`config.mk`:
```
export PLATFORM = sky130hd
export DESIGN_NAME = audio_fade_mute
export DESIGN_NICKNAME = d
export VERILOG_FILES = /design/src/rtl/fade_pkg.sv /design/src/rtl/fade_gain_ramp.sv /design/src/rtl/fade_scaler.sv /design/src/rtl/audio_fade_mute.sv
export SDC_FILE = /design/constraint.sdc
export NUM_CORES = 1
export LEC_CHECK = 0
export BUFFER_PORTS_ARGS = -buffer_cell sky130_fd_sc_hd__buf_2
export CAP_MARGIN = 20
export CORE_UTILIZATION = 65
export CTS_BUF_LIST = sky130_fd_sc_hd__clkbuf_16
export DETAILED_ROUTE_END_ITERATION = 7
export HOLD_SLACK_MARGIN = 0.1
export PLACE_DENSITY_LB_ADDON = 0.15
export SETUP_SLACK_MARGIN = 0.5
export SLEW_MARGIN = 10
export SYNTH_ARGS = -nofsm -noshare
export SYNTH_HDL_FRONTEND = slang
export SYNTH_SLANG_ARGS = --single-unit
```
`constraint.sdc`:
```
create_clock -name clk -period 17.3 [get_ports clk]
set_clock_uncertainty 0.1 [all_clocks]
set_input_delay 0 -clock clk [delete_from_list [all_inputs] [get_ports clk]]
set_output_delay 0 -clock clk [all_outputs]
set_load 0.02 [all_outputs]
```
`src/rtl/fade_pkg.sv`:
```
package fade_pkg;

    // Default sample width and ramp length (2**RAMP_LOG2 frames per fade)
    localparam int SAMPLE_W  = 20;
    localparam int RAMP_LOG2 = 10;

    // Direction taken by the gain counter on a frame strobe
    typedef enum logic [1:0] {
        STEP_HOLD = 2'd0,
        STEP_DOWN = 2'd1,
        STEP_UP   = 2'd2
    } step_dir_e;

endpackage

```
`src/rtl/fade_gain_ramp.sv`:
```
module fade_gain_ramp
    import fade_pkg::*;
#(
    parameter int RAMP_LOG2 = fade_pkg::RAMP_LOG2,
    localparam int GAIN_W   = RAMP_LOG2 + 1
) (
    input  logic              clk,
    input  logic              rst,
    input  logic              frame_stb,
    input  logic              mute_req,
    output logic [GAIN_W-1:0] gain,
    output logic              at_zero
);

    localparam logic [GAIN_W-1:0] GAIN_FULL = GAIN_W'(1) << RAMP_LOG2;

    step_dir_e dir;

    // A withdrawn request simply changes the direction; the count carries on
    // from wherever it is, which gives the reversal without any extra state.
    always_comb begin
        dir = STEP_HOLD;
        if (frame_stb) begin
            if (mute_req && (gain != '0))
                dir = STEP_DOWN;
            else if (!mute_req && (gain != GAIN_FULL))
                dir = STEP_UP;
        end
    end

    always_ff @(posedge clk) begin
        if (rst) begin
            gain <= GAIN_FULL;
        end else begin
            case (dir)
                STEP_DOWN: gain <= gain - 1'b1;
                STEP_UP:   gain <= gain + 1'b1;
                default:   gain <= gain;
            endcase
        end
    end

    assign at_zero = (gain == '0);

    AST_GAIN_RANGE: assert property (@(posedge clk) disable iff (rst)
        gain <= GAIN_FULL);
    AST_STEP_DOWN: assert property (@(posedge clk) disable iff (rst)
        frame_stb && mute_req && (gain != '0) |=> gain == $past(gain) - 1'b1);
    AST_FLOOR_HOLD: assert property (@(posedge clk) disable iff (rst)
        mute_req && (gain == '0) |=> gain == '0);
    AST_STEP_UP: assert property (@(posedge clk) disable iff (rst)
        frame_stb && !mute_req && (gain != GAIN_FULL) |=> gain == $past(gain) + 1'b1);
    AST_CEIL_HOLD: assert property (@(posedge clk) disable iff (rst)
        !mute_req && (gain == GAIN_FULL) |=> gain == GAIN_FULL);
    AST_GAIN_IDLE: assert property (@(posedge clk) disable iff (rst)
        !frame_stb |=> $stable(gain));

endmodule

```
`src/rtl/fade_scaler.sv`:
```
module fade_scaler #(
    parameter int SAMPLE_W  = fade_pkg::SAMPLE_W,
    parameter int RAMP_LOG2 = fade_pkg::RAMP_LOG2,
    localparam int GAIN_W   = RAMP_LOG2 + 1,
    localparam int PROD_W   = SAMPLE_W + GAIN_W + 1
) (
    input  logic                       clk,
    input  logic                       rst,
    input  logic                       frame_stb,
    input  logic        [GAIN_W-1:0]   gain,
    input  logic signed [SAMPLE_W-1:0] smp_in,
    output logic signed [SAMPLE_W-1:0] smp_out
);

    localparam logic [GAIN_W-1:0]        GAIN_FULL = GAIN_W'(1) << RAMP_LOG2;
    localparam logic signed [PROD_W-1:0] RND_BIAS  = (PROD_W'(1) << RAMP_LOG2) - 1;

    logic signed [PROD_W-1:0]   prod;
    logic signed [PROD_W-1:0]   biased;
    logic signed [SAMPLE_W-1:0] scaled;

    // Negative products get 2**RAMP_LOG2-1 added before the arithmetic shift,
    // turning floor division into truncation toward zero.
    always_comb begin
        prod   = smp_in * $signed({1'b0, gain});
        biased = prod[PROD_W-1] ? prod + RND_BIAS : prod;
        scaled = SAMPLE_W'(biased >>> RAMP_LOG2);
    end

    always_ff @(posedge clk) begin
        if (rst)
            smp_out <= '0;
        else if (frame_stb)
            smp_out <= scaled;
    end

    AST_ZERO_GAIN_SILENT: assert property (@(posedge clk) disable iff (rst)
        frame_stb && (gain == '0) |=> smp_out == '0);
    AST_UNITY_PASS: assert property (@(posedge clk) disable iff (rst)
        frame_stb && (gain == GAIN_FULL) |=> smp_out == $past(smp_in));
    AST_OUT_IDLE: assert property (@(posedge clk) disable iff (rst)
        !frame_stb |=> $stable(smp_out));

endmodule

```
`src/rtl/audio_fade_mute.sv`:
```
module audio_fade_mute
    import fade_pkg::*;
#(
    parameter int SAMPLE_W  = fade_pkg::SAMPLE_W,
    parameter int RAMP_LOG2 = fade_pkg::RAMP_LOG2
) (
    input  logic                clk,
    input  logic                rst,
    input  logic                frame_stb,
    input  logic                mute_req,
    input  logic [SAMPLE_W-1:0] left_in,
    input  logic [SAMPLE_W-1:0] right_in,
    output logic [SAMPLE_W-1:0] left_out,
    output logic [SAMPLE_W-1:0] right_out,
    output logic                muted
);

    localparam int GAIN_W  = RAMP_LOG2 + 1;
    localparam int N_CHAN  = 2;

    logic [GAIN_W-1:0]          gain;
    logic signed [SAMPLE_W-1:0] ch_in  [N_CHAN];
    logic signed [SAMPLE_W-1:0] ch_out [N_CHAN];

    assign ch_in[0]  = $signed(left_in);
    assign ch_in[1]  = $signed(right_in);
    assign left_out  = ch_out[0];
    assign right_out = ch_out[1];

    fade_gain_ramp #(
        .RAMP_LOG2 (RAMP_LOG2)
    ) u_ramp (
        .clk       (clk),
        .rst       (rst),
        .frame_stb (frame_stb),
        .mute_req  (mute_req),
        .gain      (gain),
        .at_zero   (muted)
    );

    // One multiplier per channel, both fed the shared gain
    for (genvar c = 0; c < N_CHAN; c++) begin : g_chan
        fade_scaler #(
            .SAMPLE_W  (SAMPLE_W),
            .RAMP_LOG2 (RAMP_LOG2)
        ) u_scale (
            .clk       (clk),
            .rst       (rst),
            .frame_stb (frame_stb),
            .gain      (gain),
            .smp_in    (ch_in[c]),
            .smp_out   (ch_out[c])
        );
    end

    AST_MUTED_SILENT: assert property (@(posedge clk) disable iff (rst)
        frame_stb && muted |=> (left_out == '0) && (right_out == '0));
    AST_MUTED_IDLE: assert property (@(posedge clk) disable iff (rst)
        !frame_stb |=> $stable(muted));

endmodule

```
After elaboration in Yosys (flattened, before gate mapping)
Index checks and enable logic that the tools add are counted.
Cells by class
  $add $sub $neg: 4
  multiplexer cells: 6
  multiply operators: 2
  eq/ne operators: 3
  reductions and logical operators: 6
Operator list (number)
  20-bit by 12-bit multiplier with 32-bit output: 2
  30-bit by 11-bit adder with 30-bit output (second input constant): 2
  30-bit two-way mux: 2
  11-bit one-hot mux with 2 select lines: 1
  11-bit by 1-bit adder with 11-bit output (second input constant): 1
  11-bit zero test: 1
  11-bit != test (second input constant): 1
  11-bit nonzero test: 1
  11-bit by 1-bit subtractor with 11-bit output (second input constant): 1
  2-bit two-way mux: 3
  2-bit by 1-bit == test with 1-bit output (second input constant): 1
  2-bit == test (second input constant): 1
  1-bit logical AND: 2
  2-bit nonzero test: 1
  1-bit zero test: 1
Storage, ports and cells
  input port bits: 44
  output and inout port bits: 41
  bits in registers: 51
  logic and storage cells: 24

Depth between registers and ports, before layout
Gate-level depths: netlist of run 1.
  word-level depth: 7
  depth in mapped cells: 25
  mapped depth without buffers: 22

Modules after synthesis
A second synthesis of run 1 with hierarchy kept.
Unflattened totals
  cells, all modules: 2417
  area, all modules: 20218.1 um^2
By module, submodules not included
  fade_scaler at g_chan[0].u_scale: cells each 1149, seq. area each 400.4 um^2, times used 1, area an instance 9609.2 um^2
  fade_scaler at g_chan[1].u_scale: cells each 1144, seq. area each 400.4 um^2, times used 1, area an instance 9587.9 um^2
  fade_gain_ramp: cells each 124, seq. area each 220.2 um^2, times used 1, area an instance 1021.0 um^2

Worst setup path after synthesis of run 1
Ideal clock, no wire load.
  kind: register -> register
  start: reg u_ramp.gain[3]
  end: reg g_chan[1].u_scale.smp_out[18]
  data arrival time: 6660 ps
  setup time: 120 ps
  required time: 17080 ps
  slack: 10420 ps
  clock period less this slack: 6880 ps
  cell stages (with the launch flop): 23
  path buffers: 3
  path through: dfxtp_1 clkbuf_1 clkbuf_1 nand2_1 fa_1 fa_1 fa_1 inv_1 fa_1 inv_1 fa_1 inv_1 ha_1 clkbuf_1 a21o_1 a32o_1 o2111a_1 or4_1 nand2b_1 or4_1 nor4b_2 nand2b_1 a211o_1
On the way
  longest elaborated chain between the ends: 3
Ends and longest elaborated chain
  from (decl): RTL line fade_gain_ramp.sv:11  | output logic [GAIN_W-1:0] gain,
  from (signal assigned): RTL line fade_gain_ramp.sv:36  | STEP_DOWN: gain <= gain - 1'b1;
  from (signal assigned): RTL line fade_gain_ramp.sv:37  | STEP_UP: gain <= gain + 1'b1;
  from (signal assigned): RTL line fade_gain_ramp.sv:38  | default: gain <= gain;
  20-bit by 12-bit multiplier with 32-bit output *: RTL line fade_scaler.sv:25  | prod = smp_in * $signed({1'b0, gain});
  30-bit by 11-bit adder with 30-bit output: RTL line fade_scaler.sv:26  | biased = prod[PROD_W-1] ? prod + RND_BIAS : prod;
  30-bit two-way mux *: RTL line fade_scaler.sv:26
  to (signal assigned): RTL line fade_scaler.sv:34  | smp_out <= scaled;
  to (decl): RTL line fade_scaler.sv:12  | output logic signed [SAMPLE_W-1:0] smp_out
Every way passes the cells marked *; elsewhere a longest branch is shown, timed or not.
A chain may end at the register's enable or synchronous reset.

Final worst setup path of run 1
  start: reg u_ramp.gain[5]
  end: reg g_chan[1].u_scale.smp_out[18]
Same word-level chain as after synthesis.

==> metrics.txt, run 1 <==
Tightest Hold Check Type in -> reg; core footprint 28940 um2; Max-Cap Viols 0; vias in the first global route roughly 16000; post-synthesis sequential area ratio 5.290%; R2R Path Start u_ramp.gain[5]$_SDFFE_PP0P_; fmax between 100 and 150 MHz; top-count cell post-synth inv_1; RSZ-0062 raised after global routing false; worst skew pair latency 0.32 ns; CP most frequent cell fa_1; proportion of layout cells with a drive suffix above 1 5.403%; critical path data required time approximately 17 ns; area share of the largest cell type after synthesis between 40% and 50%; Post-CTS Setup Bufs 0; hpwl dp 35900 um; Hold Startpoint rst; Die Ht 174.3 um; antenna viol nets, final 0; Final Hold Fails 0; PostCTS Resize Cnt 0; Tot GR Track Use 31.00%; pin count of the biggest net entering global routing ~70; final wirelength 43830 um; fin crit period 7.784 ns; worst endpoint data arrival time 7.91 ns; Boundary Pins between 80 and 90; total number of yosys warnings 0; commonest cells in the netlist inv_1 (532), fa_1 (395), nand2_1 (358); endpoint class of the critical path register; initial antenna violation count 0; crit-path max cell delay 0.86 ns; Max Slew Vio Count 0; CTS Root Cell clkbuf_16; routed vias 15120; critical path type reg -> reg; Num CTS Buffers 5; Max stage delay cell, worst path dfxtp_1; Max FO, Critical Path 23; vias per cell 5.644; Layout area overhead 3.482%; post-synth top area cell fa_1; Netlist cell types between 70 and 80; initial drt markers 953; Clock Sinks between 50 and 60; final setup fails 0; port bufs 84; run status finished clean; DIE AREA between 30000 and 40000 um2; Yosys reg bits 51; async set-reset flop share out of synthesis 0%; first-pass GRT wire length 75490 um; Mean Syn Cell Area 8.337 um2; clock-pin slew on the worst setup and hold paths 0.08 ns; RR Endpoint g_chan[1].u_scale.smp_out[18]$_SDFFE_PP0P_; WHS Endpoint g_chan[0].u_scale.smp_out[7]$_SDFFE_PP0P_; grt total ovfl 0; Worst slew margin 32.80%; CP startpoint u_ramp.gain[5]$_SDFFE_PP0P_; Gate Count Post-Synth 2315; Most used DFF post-synth dfxtp_1; Bufs on Longest Clock Path 2; Die Wd about 170 um; FILL cells 2431; final setup TNS 0 ns; Mapped Area 19300 um2; R2R cell count 21; CP Cell Sequence buf_4 > nand2_1 > fa_1 > fa_1 > inv_1 > fa_1 > fa_1 > inv_1 > fa_1 > inv_1 > ha_1 > and4_1 > nand3_1 > a21oi_1 > nor4_1 > or4_1 > nand2b_1 > or4_1 > nor4b_2 > nand2b_1 > a211o_1; Starting Density 66.70%; Worst-Margin Slew 1.007 ns; cts hold-fix bufs 0; Detailed Routing Iterations Pass 1 6; hold depth 3; net count reported at finish 2883; Post-synth EDFFs 0; slack of the worst reg-to-reg path 9.52 ns; Syn Nets 2904; Routed WL per cell 16.36 um; H-tree lvl count 2; Rows 62; fin crit share roughly 45%; CP startpoint kind register; CTS tree done; RD Place Congestion 0.8633; synth top area cells fa_1 (41%), inv_1 (10%), ha_1 (9.7%); n_diodes 0; Post-route DRC 0
-- critical path: cells and delay by family (launching register included) --
family | cells | cell delay, ns
simple gates | 9 | 2.74
buf+inv | 4 | 0.57
flops | 1 | 0.86
compound gates | 2 | 0.51
fa+ha+maj | 6 | 2.89
-- cell families (layout without fill, tap and decap cells) --
logic type,Yosys count,after routing,synth area share (%)
compound gates,241,241,8.927
xor+xnor,86,86,3.903
fa+ha+maj,545,545,50.70
buf+inv,658,638,12.81
flops,51,51,5.290
mux,10,10,0.5187
simple gates,724,724,17.85
-- area by class of cell --
type / instances / area (um2) / area share, %
Timing Repair Buffer: 98 / 525.5 / 2.631
Clock inverter: 3 / 16.27 / 0.08144
Tap cell: 384 / 480.5 / 2.406
Sequential cell: 51 / 1021 / 5.112
Inverter: 532 / 1997 / 9.999
Multi-Input combinational cell: 1606 / 15810 / 79.14
Clock buffer: 5 / 125.1 / 0.6265
-- how the worst max path moves through the flow --
| stage | to | slack [ns] | depth (start not counted) |
|---|---|---|---|
| 3_3_place_gp | g_chan[1].u_scale.smp_out[18]$_SDFFE_PP0P_ | 9.81 | 20 |
| 2_1_floorplan | g_chan[1].u_scale.smp_out[18]$_SDFFE_PP0P_ | 10.42 | 22 |
| 5_1_grt | g_chan[0].u_scale.smp_out[19]$_SDFFE_PP0P_ | 9.01 | 20 |
| 3_5_place_dp | g_chan[1].u_scale.smp_out[18]$_SDFFE_PP0P_ | 9.60 | 21 |
| 6_report | g_chan[1].u_scale.smp_out[18]$_SDFFE_PP0P_ | 9.52 | 21 |
| 4_1_cts | g_chan[1].u_scale.smp_out[18]$_SDFFE_PP0P_ | 9.57 | 21 |
-- flip-flops by register name (all words and copies together), names as in the netlist --
name                    count
g_chan.u_scale.smp_out     40
u_ramp.gain                11
-- placed cells by master, fill, tap and decap left out, types with 6 or more instances in the layout --
master,n
a211oi_1,30
a21o_1,19
a21oi_1,59
a31oi_1,6
and2_1,145
and3_1,9
buf_2,84
buf_4,14
dfxtp_1,51
fa_1,395
ha_1,150
inv_1,533
mux2i_1,10
nand2_1,358
nand2b_1,8
nand3_1,19
nand3b_1,9
nand4_1,7
nor2_1,95
nor3_1,18
nor3b_1,6
nor4_1,12
o211a_1,6
o211ai_1,12
o21a_1,11
o21ai_0,32
o21bai_1,9
or2_2,6
or4_1,6
xnor2_1,57
xor2_1,29
-- stage by stage --
stage / std cells / hold slack (ns) / instance area, um2 / worst slack (ns) / util [%]
global route: 2679 / 0.2198 / 19970 / 9.006 / 69.02
finish: 2679 / 0.2043 / 19970 / 9.516 / 69.02
detailed placement: 2671 / 0.3306 / 19830 / 9.604 / 68.53
global placement: 2671 / 0.3308 / 19830 / 9.814 / 68.53
floorplan: 2315 / 0.1939 / 19300 / 10.42 / -
CTS: 2679 / 0.1870 / 19970 / 9.574 / 69.02
-- per-layer routing --
metal	share of wire (%)	up-vias	GRT usage [%]
li1	-	6976	-
met1	43	7572	42.01
met2	49	512	52.71
met3	6.1	59	3.215
met4	2.4	0	9.247
met5	0	-	0
Power of run 1 is left out: the tool's default activity adds up to more than one toggle a clock period on the data nets, which glitch-free logic cannot reach.
==> run 2, diff against run 1 <==
--- a/config.mk
+++ b/config.mk
@@ -7,7 +7,7 @@
 export LEC_CHECK = 0
 export BUFFER_PORTS_ARGS = -buffer_cell sky130_fd_sc_hd__buf_2
 export CAP_MARGIN = 20
-export CORE_UTILIZATION = 65
+export CORE_UTILIZATION = 59
 export CTS_BUF_LIST = sky130_fd_sc_hd__clkbuf_16
 export DETAILED_ROUTE_END_ITERATION = 7
 export HOLD_SLACK_MARGIN = 0.1
==> constraint.sdc (replaced) <==
create_clock -name clk -period 6.8 [get_ports clk]
set_clock_uncertainty 0.1 [all_clocks]
set_input_delay 0 -clock clk [delete_from_list [all_inputs] [get_ports clk]]
set_output_delay 0 -clock clk [all_outputs]
set_load 0.02 [all_outputs]
==> run 2 against run 1 <==
Against the previous run:
- setup slack worse by 9.2 ns
- sequential share of layout area is 0.26 points lower
- die area is 10% higher
- non-clock buffer count is 67 higher
- maximum frequency is 19% higher
- wire length is 3.1% higher
- clock-buffer cell count stayed put
- critical path depth stayed put
- worst hold slack better by 0.0017 ns
- global-route usage is 2.6 points lower
- critical path type unchanged
- largest cell class unchanged
- highest routed layer unchanged
==> metrics.txt, run 2 (same netlist as run 1, synthesis figures left out) <==
CP startpoint u_ramp.gain[5]$_SDFFE_PP0P_; initial antenna violation count 1 (+1); critical path data required time 6.96 ns (-10.46 ns); n_diodes 0 (unchanged); fmax 153.5 MHz (+19%); Detailed Routing Iterations Pass 1 5 (-1); core footprint 31880 um2 (+10%); met1 Use GR 38.34% (-3.7 points); routed vias 15410 (+2.0%); Top Registers g_chan.u_scale.smp_out: 40 flops, u_ramp.gain: 11 flops; final setup fails 0 (unchanged); clock-pin slew on the worst setup and hold paths 0.08 ns (about the same); Final Hold Fails 0 (unchanged); Max Slew Vio Count 0 (unchanged); Bufs on Longest Clock Path 2 (unchanged); pin count of the biggest net entering global routing 71 (unchanged); RD Place Congestion 0.8668 (+0.41%); Max-Cap Viols 0 (unchanged); Routed WL per cell 16.16 um (-1.2%); RSZ-0062 raised after global routing true; endpoint class of the critical path register; most frequent cells in the layout inv_1 (531), fa_1 (387), nand2_1 (355); R2R Path Start u_ramp.gain[5]$_SDFFE_PP0P_; CTS Root Cell clkbuf_16; run status finished clean; Die Ht 182.9 um (+4.9%); grt total ovfl 0 (unchanged); first-pass GRT wire length 76000 um (+0.68%); Tot GR Track Use 28.36% (-2.6 points); CTS tree done; fin crit share 95.82% (+51 points); critical path type reg -> reg; Worst slew margin 41.11% (+8.3 points); H-tree lvl count 2 (unchanged); net count reported at finish 2950 (+2.3%); pre-CTS setup slack 0.05431 ns (-9.549 ns); gr busiest metal met2; largest register by flop count g_chan.u_scale.smp_out; final setup TNS 0 ns (unchanged); slack of the worst reg-to-reg path 0.28 ns (-9.23 ns); vias in the first global route 16020 (+0.26%); crit-path max cell delay 0.58 ns (-0.28 ns); Max FO, Critical Path 12 (-48%); Max stage delay cell, worst path or4_4; max reg flops 40 (unchanged); worst skew pair latency 0.32 ns (about the same); Die Wd 182.9 um (+4.9%); CP startpoint kind register; worst endpoint data arrival time 6.68 ns (-1.23 ns); Worst Path Buf+Inv 5 (+1); Post-route DRC 0 (unchanged); Rows 65 (+4.8%); port bufs 84 (unchanged); GR Util met2 48.92% (-3.8 points); Hold Startpoint rst; Num CTS Buffers 5 (unchanged); proportion of layout cells with a drive suffix above 1 12.40% (+7.0 points); antenna viol nets, final 0 (unchanged); Starting Density 60.54% (-6.2 points); final design utilization 67.06% (-2.0 points); CP Cell Sequence buf_6 > buf_16 > nand2_1 > fa_1 > fa_1 > inv_1 > fa_1 > fa_1 > inv_1 > fa_1 > inv_1 > ha_4 > nand4_1 > a211oi_4 > o2111ai_2 > a21oi_2 > o311ai_2 > or4_4 > or4_4 > or4_1 > nand3_1; Boundary Pins 85 (unchanged); CP most frequent cell fa_1; Clock Sinks 51 (unchanged); Layout area overhead 10.78%; met3 Usage GRT 3.157% (-0.058 points); DIE AREA 33440 um2 (+10%); initial drt markers 821 (-14%); vias per cell 5.511 (-2.3%); commonest non-fill, non-tap cell in the layout inv_1; final wirelength 45190 um (+3.1%); FILL cells 2689 (+11%); Placed Instance Area 20540 um2 (+3.6%); Tightest Hold Check Type in -> reg; hpwl dp 36310 um (+1.1%); fin crit period 6.516 ns (-1.268 ns); post-route cell area 21380 um2 (+7.1%); Worst-Margin Slew 0.8611 ns (-0.1456 ns); setup slack after layout 0.2843 ns (-9.232 ns); Top Family by Delay on Critical Path adder cells
-- run 2: path summary, 6_finish.rpt --
| kind | to | depth (start not counted) |
|---|---|---|
| worst max-delay path | g_chan[0].u_scale.smp_out[19]$_SDFFE_PP0P_ | 21 |
| worst min-delay path | u_ramp.gain[5]$_SDFFE_PP0P_ | 3 |
| worst max register to register | g_chan[0].u_scale.smp_out[19]$_SDFFE_PP0P_ | 21 |
| worst min register to register | g_chan[0].u_scale.smp_out[3]$_SDFFE_PP0P_ | 2 |
-- run 2: what timing repair did --
action / in CTS / in global routing
resized for setup: 49 / 53
hold buffers: 0 / 0
pin swaps: 12 / 16
buffers inserted: 13 / 7
gates cloned: 1 / 3
endpoints found under the setup margin: 18 / 33
-- run 2: layout make-up --
class / instances / area [um2] / share of cell area (%)
multi-input combinational: 1606 / 16420 / 76.81
inverter: 532 / 1997 / 9.340
timing repair buffer: 165 / 1244 / 5.817
sequential: 51 / 1037 / 4.851
tap: 435 / 544.3 / 2.546
clock buffer: 5 / 125.1 / 0.5852
clock inverter: 3 / 11.26 / 0.05267
-- run 2: worst min-delay path, stage by stage --
cell,delay (ns)
buf_2,0.09
buf_4,0.32
nor2_1,0.16
-- run 2: routing by layer --
metal  share of wire, %  vias to the layer above
met5                  0                        -
met2                 50                      436
met4                1.9                        0
met3                5.4                       45
met1                 43                     7818
li1                   -                     7115
-- run 2: through the flow --
step / std cells / hold slack [ns]
4_1_cts: 2787 / 0.1867
2_1_floorplan: 2315 / 0.1939
3_3_place_gp: 2765 / 0.3295
3_5_place_dp: 2765 / 0.3296
5_1_grt: 2797 / 0.2377
6_report: 2797 / 0.2060
Power of run 2 is left out for the same reason.
==> run 3, diff against run 2 <==
--- a/config.mk
+++ b/config.mk
@@ -5,9 +5,10 @@
 export SDC_FILE = /design/constraint.sdc
 export NUM_CORES = 1
 export LEC_CHECK = 0
+export ABC_AREA = 1
 export BUFFER_PORTS_ARGS = -buffer_cell sky130_fd_sc_hd__buf_2
 export CAP_MARGIN = 20
-export CORE_UTILIZATION = 59
+export CORE_UTILIZATION = 60
 export CTS_BUF_LIST = sky130_fd_sc_hd__clkbuf_16
 export DETAILED_ROUTE_END_ITERATION = 7
 export HOLD_SLACK_MARGIN = 0.1
==> run 3 against run 2 <==
Against the previous run:
- final area up 1.4%
- die area up 4.9%
- flip-flop and latch count unchanged
- non-clock buffer count down 53
- cell count up 22%
- highest routed layer unchanged
==> metrics.txt, run 3 <==
Routed WL per cell 15.38 um (-4.8%); Rows 67 (+3.1%); fin crit share 87.99% (-7.8 points); fin crit period 5.983 ns (-0.5327 ns); hpwl dp 43930 um (+21%); Max Slew Vio Count 0 (unchanged); first-pass GRT wire length 88910 um (+17%); total number of yosys warnings 0 (unchanged); Worst-Margin Slew 0.9693 ns (+0.1083 ns); commonest cells in the netlist nand2_1 (865), inv_1 (827), fa_1 (395); Worst Setup EP g_chan[0].u_scale.smp_out[12]$_SDFFE_PP0P_; Mean Syn Cell Area 6.990 um2 (-16%); worst endpoint data arrival time 6.06 ns (-0.62 ns); Top Registers g_chan.u_scale.smp_out: 40 flops, u_ramp.gain: 11 flops; CP startpoint kind register; H-tree lvl count 2 (unchanged); clock-pin slew on the worst setup and hold paths 0.09 ns (about the same); CTS tree done; Syn Nets 3536 (+22%); critical path type reg -> reg; DIE AREA 35080 um2 (+4.9%); R2R cell count 24 (+14%); Tightest Hold Check Type in -> reg; Post-synth EDFFs 0 (unchanged); Multi-input gate area 16030 um2 (-2.4%); Gate Count Post-Synth 2947 (+27%); RD Place Congestion 0.9370 (+8.1%); CTS Root Cell clkbuf_16; Die Wd 187.3 um (+2.4%); worst skew pair latency 0.32 ns (about the same); RSZ-0062 raised after global routing false; RR Endpoint g_chan[0].u_scale.smp_out[12]$_SDFFE_PP0P_; largest family of logic cells by synthesized area adder cells; Num CTS Buffers 5 (unchanged); async set-reset flop share out of synthesis 0% (unchanged); post-synth top area cell fa_1; max reg flops 40 (unchanged); net count reported at finish 3545 (+20%); CP startpoint u_ramp.gain[6]$_SDFFE_PP0P_; routed vias 17750 (+15%); Mapped Area 20600 um2 (+6.7%); simple-gate portion of the synthesized area 24.04% (+6.2 points); initial drt markers 1369 (+67%); port bufs 84 (unchanged); fmax 167.1 MHz (+8.9%); Detailed Routing Iterations Pass 1 5 (unchanged); area share of the largest cell type after synthesis 38.39% (-2.6 points); run status finished clean; post-synthesis sequential area ratio 4.957% (-0.33 points); Bufs on Longest Clock Path 2 (unchanged); R2R Path Start u_ramp.gain[6]$_SDFFE_PP0P_; synth top area cells fa_1 (38%), nand2_1 (16%), inv_1 (15%); Max FO, Critical Path 23 (+11); Post-Synth Adder-Cell Area 47.50% (-3.2 points); most frequent cells in the layout nand2_1 (865), inv_1 (825), fa_1 (393); vias in the first global route 18280 (+14%); FILL cells 3067 (+14%); final setup TNS 0 ns (unchanged); multiplexer share of the synthesized area 0% (-0.52 points); initial antenna violation count 1 (unchanged); proportion of layout cells with a drive suffix above 1 7.102% (-5.3 points); largest register by flop count g_chan.u_scale.smp_out; pin count of the biggest net entering global routing 76 (+7.0%); FF/Latch Area 1044 um2 (+0.60%); endpoint class of the critical path register; Post-route DRC 0 (unchanged); critical path data required time 6.88 ns (-0.08 ns); Die Ht 187.3 um (+2.4%); Compound-Gate Fraction of Synth Area 4.568% (-4.4 points); Starting Density 61.28% (+0.74 points); Boundary Pins 85 (unchanged); slack of the worst reg-to-reg path 0.82 ns (+0.53 ns); grt total ovfl 0 (unchanged); vias per cell 5.211 (-5.4%); Final Hold Fails 0 (unchanged); Clock Sinks 51 (unchanged); Post-Synth XOR/XNOR Area 1.531% (-2.4 points); Netlist cell types 37 (-51%); Worst slew margin 35.31% (-5.8 points); Tot GR Track Use 31.23% (+2.9 points); commonest non-fill, non-tap cell in the layout nand2_1; Most used DFF post-synth dfxtp_1; Yosys reg bits 51 (unchanged); Max-Cap Viols 0 (unchanged); top-count cell post-synth nand2_1; core footprint 33620 um2 (+5.4%); antenna viol nets, final 0 (unchanged); final setup fails 0 (unchanged); Layout area overhead 5.206%; final wirelength 52380 um (+16%)
-- run 3: logic make-up (layout without fill, tap and decap cells) --
family,Yosys count,count (layout)
AO/OA/AOI/OAI,173,173
XOR/XNOR,36,36
adder cells (fa/ha/maj),545,545
buffers and inverters,954,964
flip-flops,51,51
other,0,1
AND/OR/NAND/NOR,1188,1188
-- run 3: metrics by stage --
stage / hold slack, ns / utilization, % / instance area [um2] / std cells / worst slack (ns)
6_report: 0.2429 / 64.47 / 21670 / 3406 / 0.8169
4_1_cts: 0.2371 / 64.11 / 21550 / 3403 / 0.5147
2_1_floorplan: 0.2444 / - / 20600 / 2947 / 1.190
5_1_grt: 0.2896 / 64.47 / 21670 / 3406 / 0.5212
3_3_place_gp: 0.2989 / 63.62 / 21390 / 3394 / 0.6193
3_5_place_dp: 0.3077 / 63.62 / 21390 / 3394 / 0.5116
-- run 3: final cells by class --
type,instances,area share [%]
Multi-Input combinational cell,1942,73.99
Inverter,844,14.62
Sequential cell,51,4.815
Timing Repair Buffer,112,3.274
Tap cell,448,2.587
Clock buffer,5,0.5774
Clock inverter,3,0.1270
Antenna cell,1,0.01155
-- run 3: what timing repair did --
action	CTS	global route
resized for setup	1	26
gates cloned	0	2
hold endpoints to repair	12	0
setup endpoints to repair	1	38
hold buffers	1	0
setup buffers	0	0
-- run 3: critical path, stage by stage, from the launching register on --
cell and delay (ns):
dfxtp_4 0.47, buf_6 0.30, nand2_1 0.13, fa_1 0.44, fa_1 0.47, fa_1 0.54
inv_1 0.05, fa_1 0.47, inv_1 0.05, fa_1 0.47, inv_1 0.04, ha_1 0.35
nand2_1 0.12, nand2_1 0.10, a21oi_2 0.23, nor2_1 0.08, nor2_1 0.17, nand2_1 0.10
nand2_1 0.07, nand2_1 0.14, nor2_2 0.21, nand4_4 0.17, nor2_4 0.17, xor2_1 0.27
a21oi_1 0.11
-- run 3: routing by layer --
layer  wire length, um  track usage (%)  vias to the layer above
met5                 0                0                        -
met4               683            6.620                        0
met3              4710            4.578                       54
met2             23490            49.23                      684
met1             23500            45.67                     8534
li1                  -                -                     8476
-- run 3: how the worst min path moves through the flow --
stage,cells after the start,end,startpoint,slack (ns)
2_1_floorplan,0,left_out[10],g_chan[0].u_scale.smp_out[10]$_SDFFE_PP0P_,0.24
3_3_place_gp,2,g_chan[0].u_scale.smp_out[14]$_SDFFE_PP0P_,rst,0.30
3_5_place_dp,2,g_chan[0].u_scale.smp_out[14]$_SDFFE_PP0P_,rst,0.31
4_1_cts,3,g_chan[0].u_scale.smp_out[15]$_SDFFE_PP0P_,frame_stb,0.24
5_1_grt,3,g_chan[0].u_scale.smp_out[15]$_SDFFE_PP0P_,frame_stb,0.29
6_report,5,u_ramp.gain[5]$_SDFFE_PP0P_,mute_req,0.24
Power of run 3 is left out for the same reason.
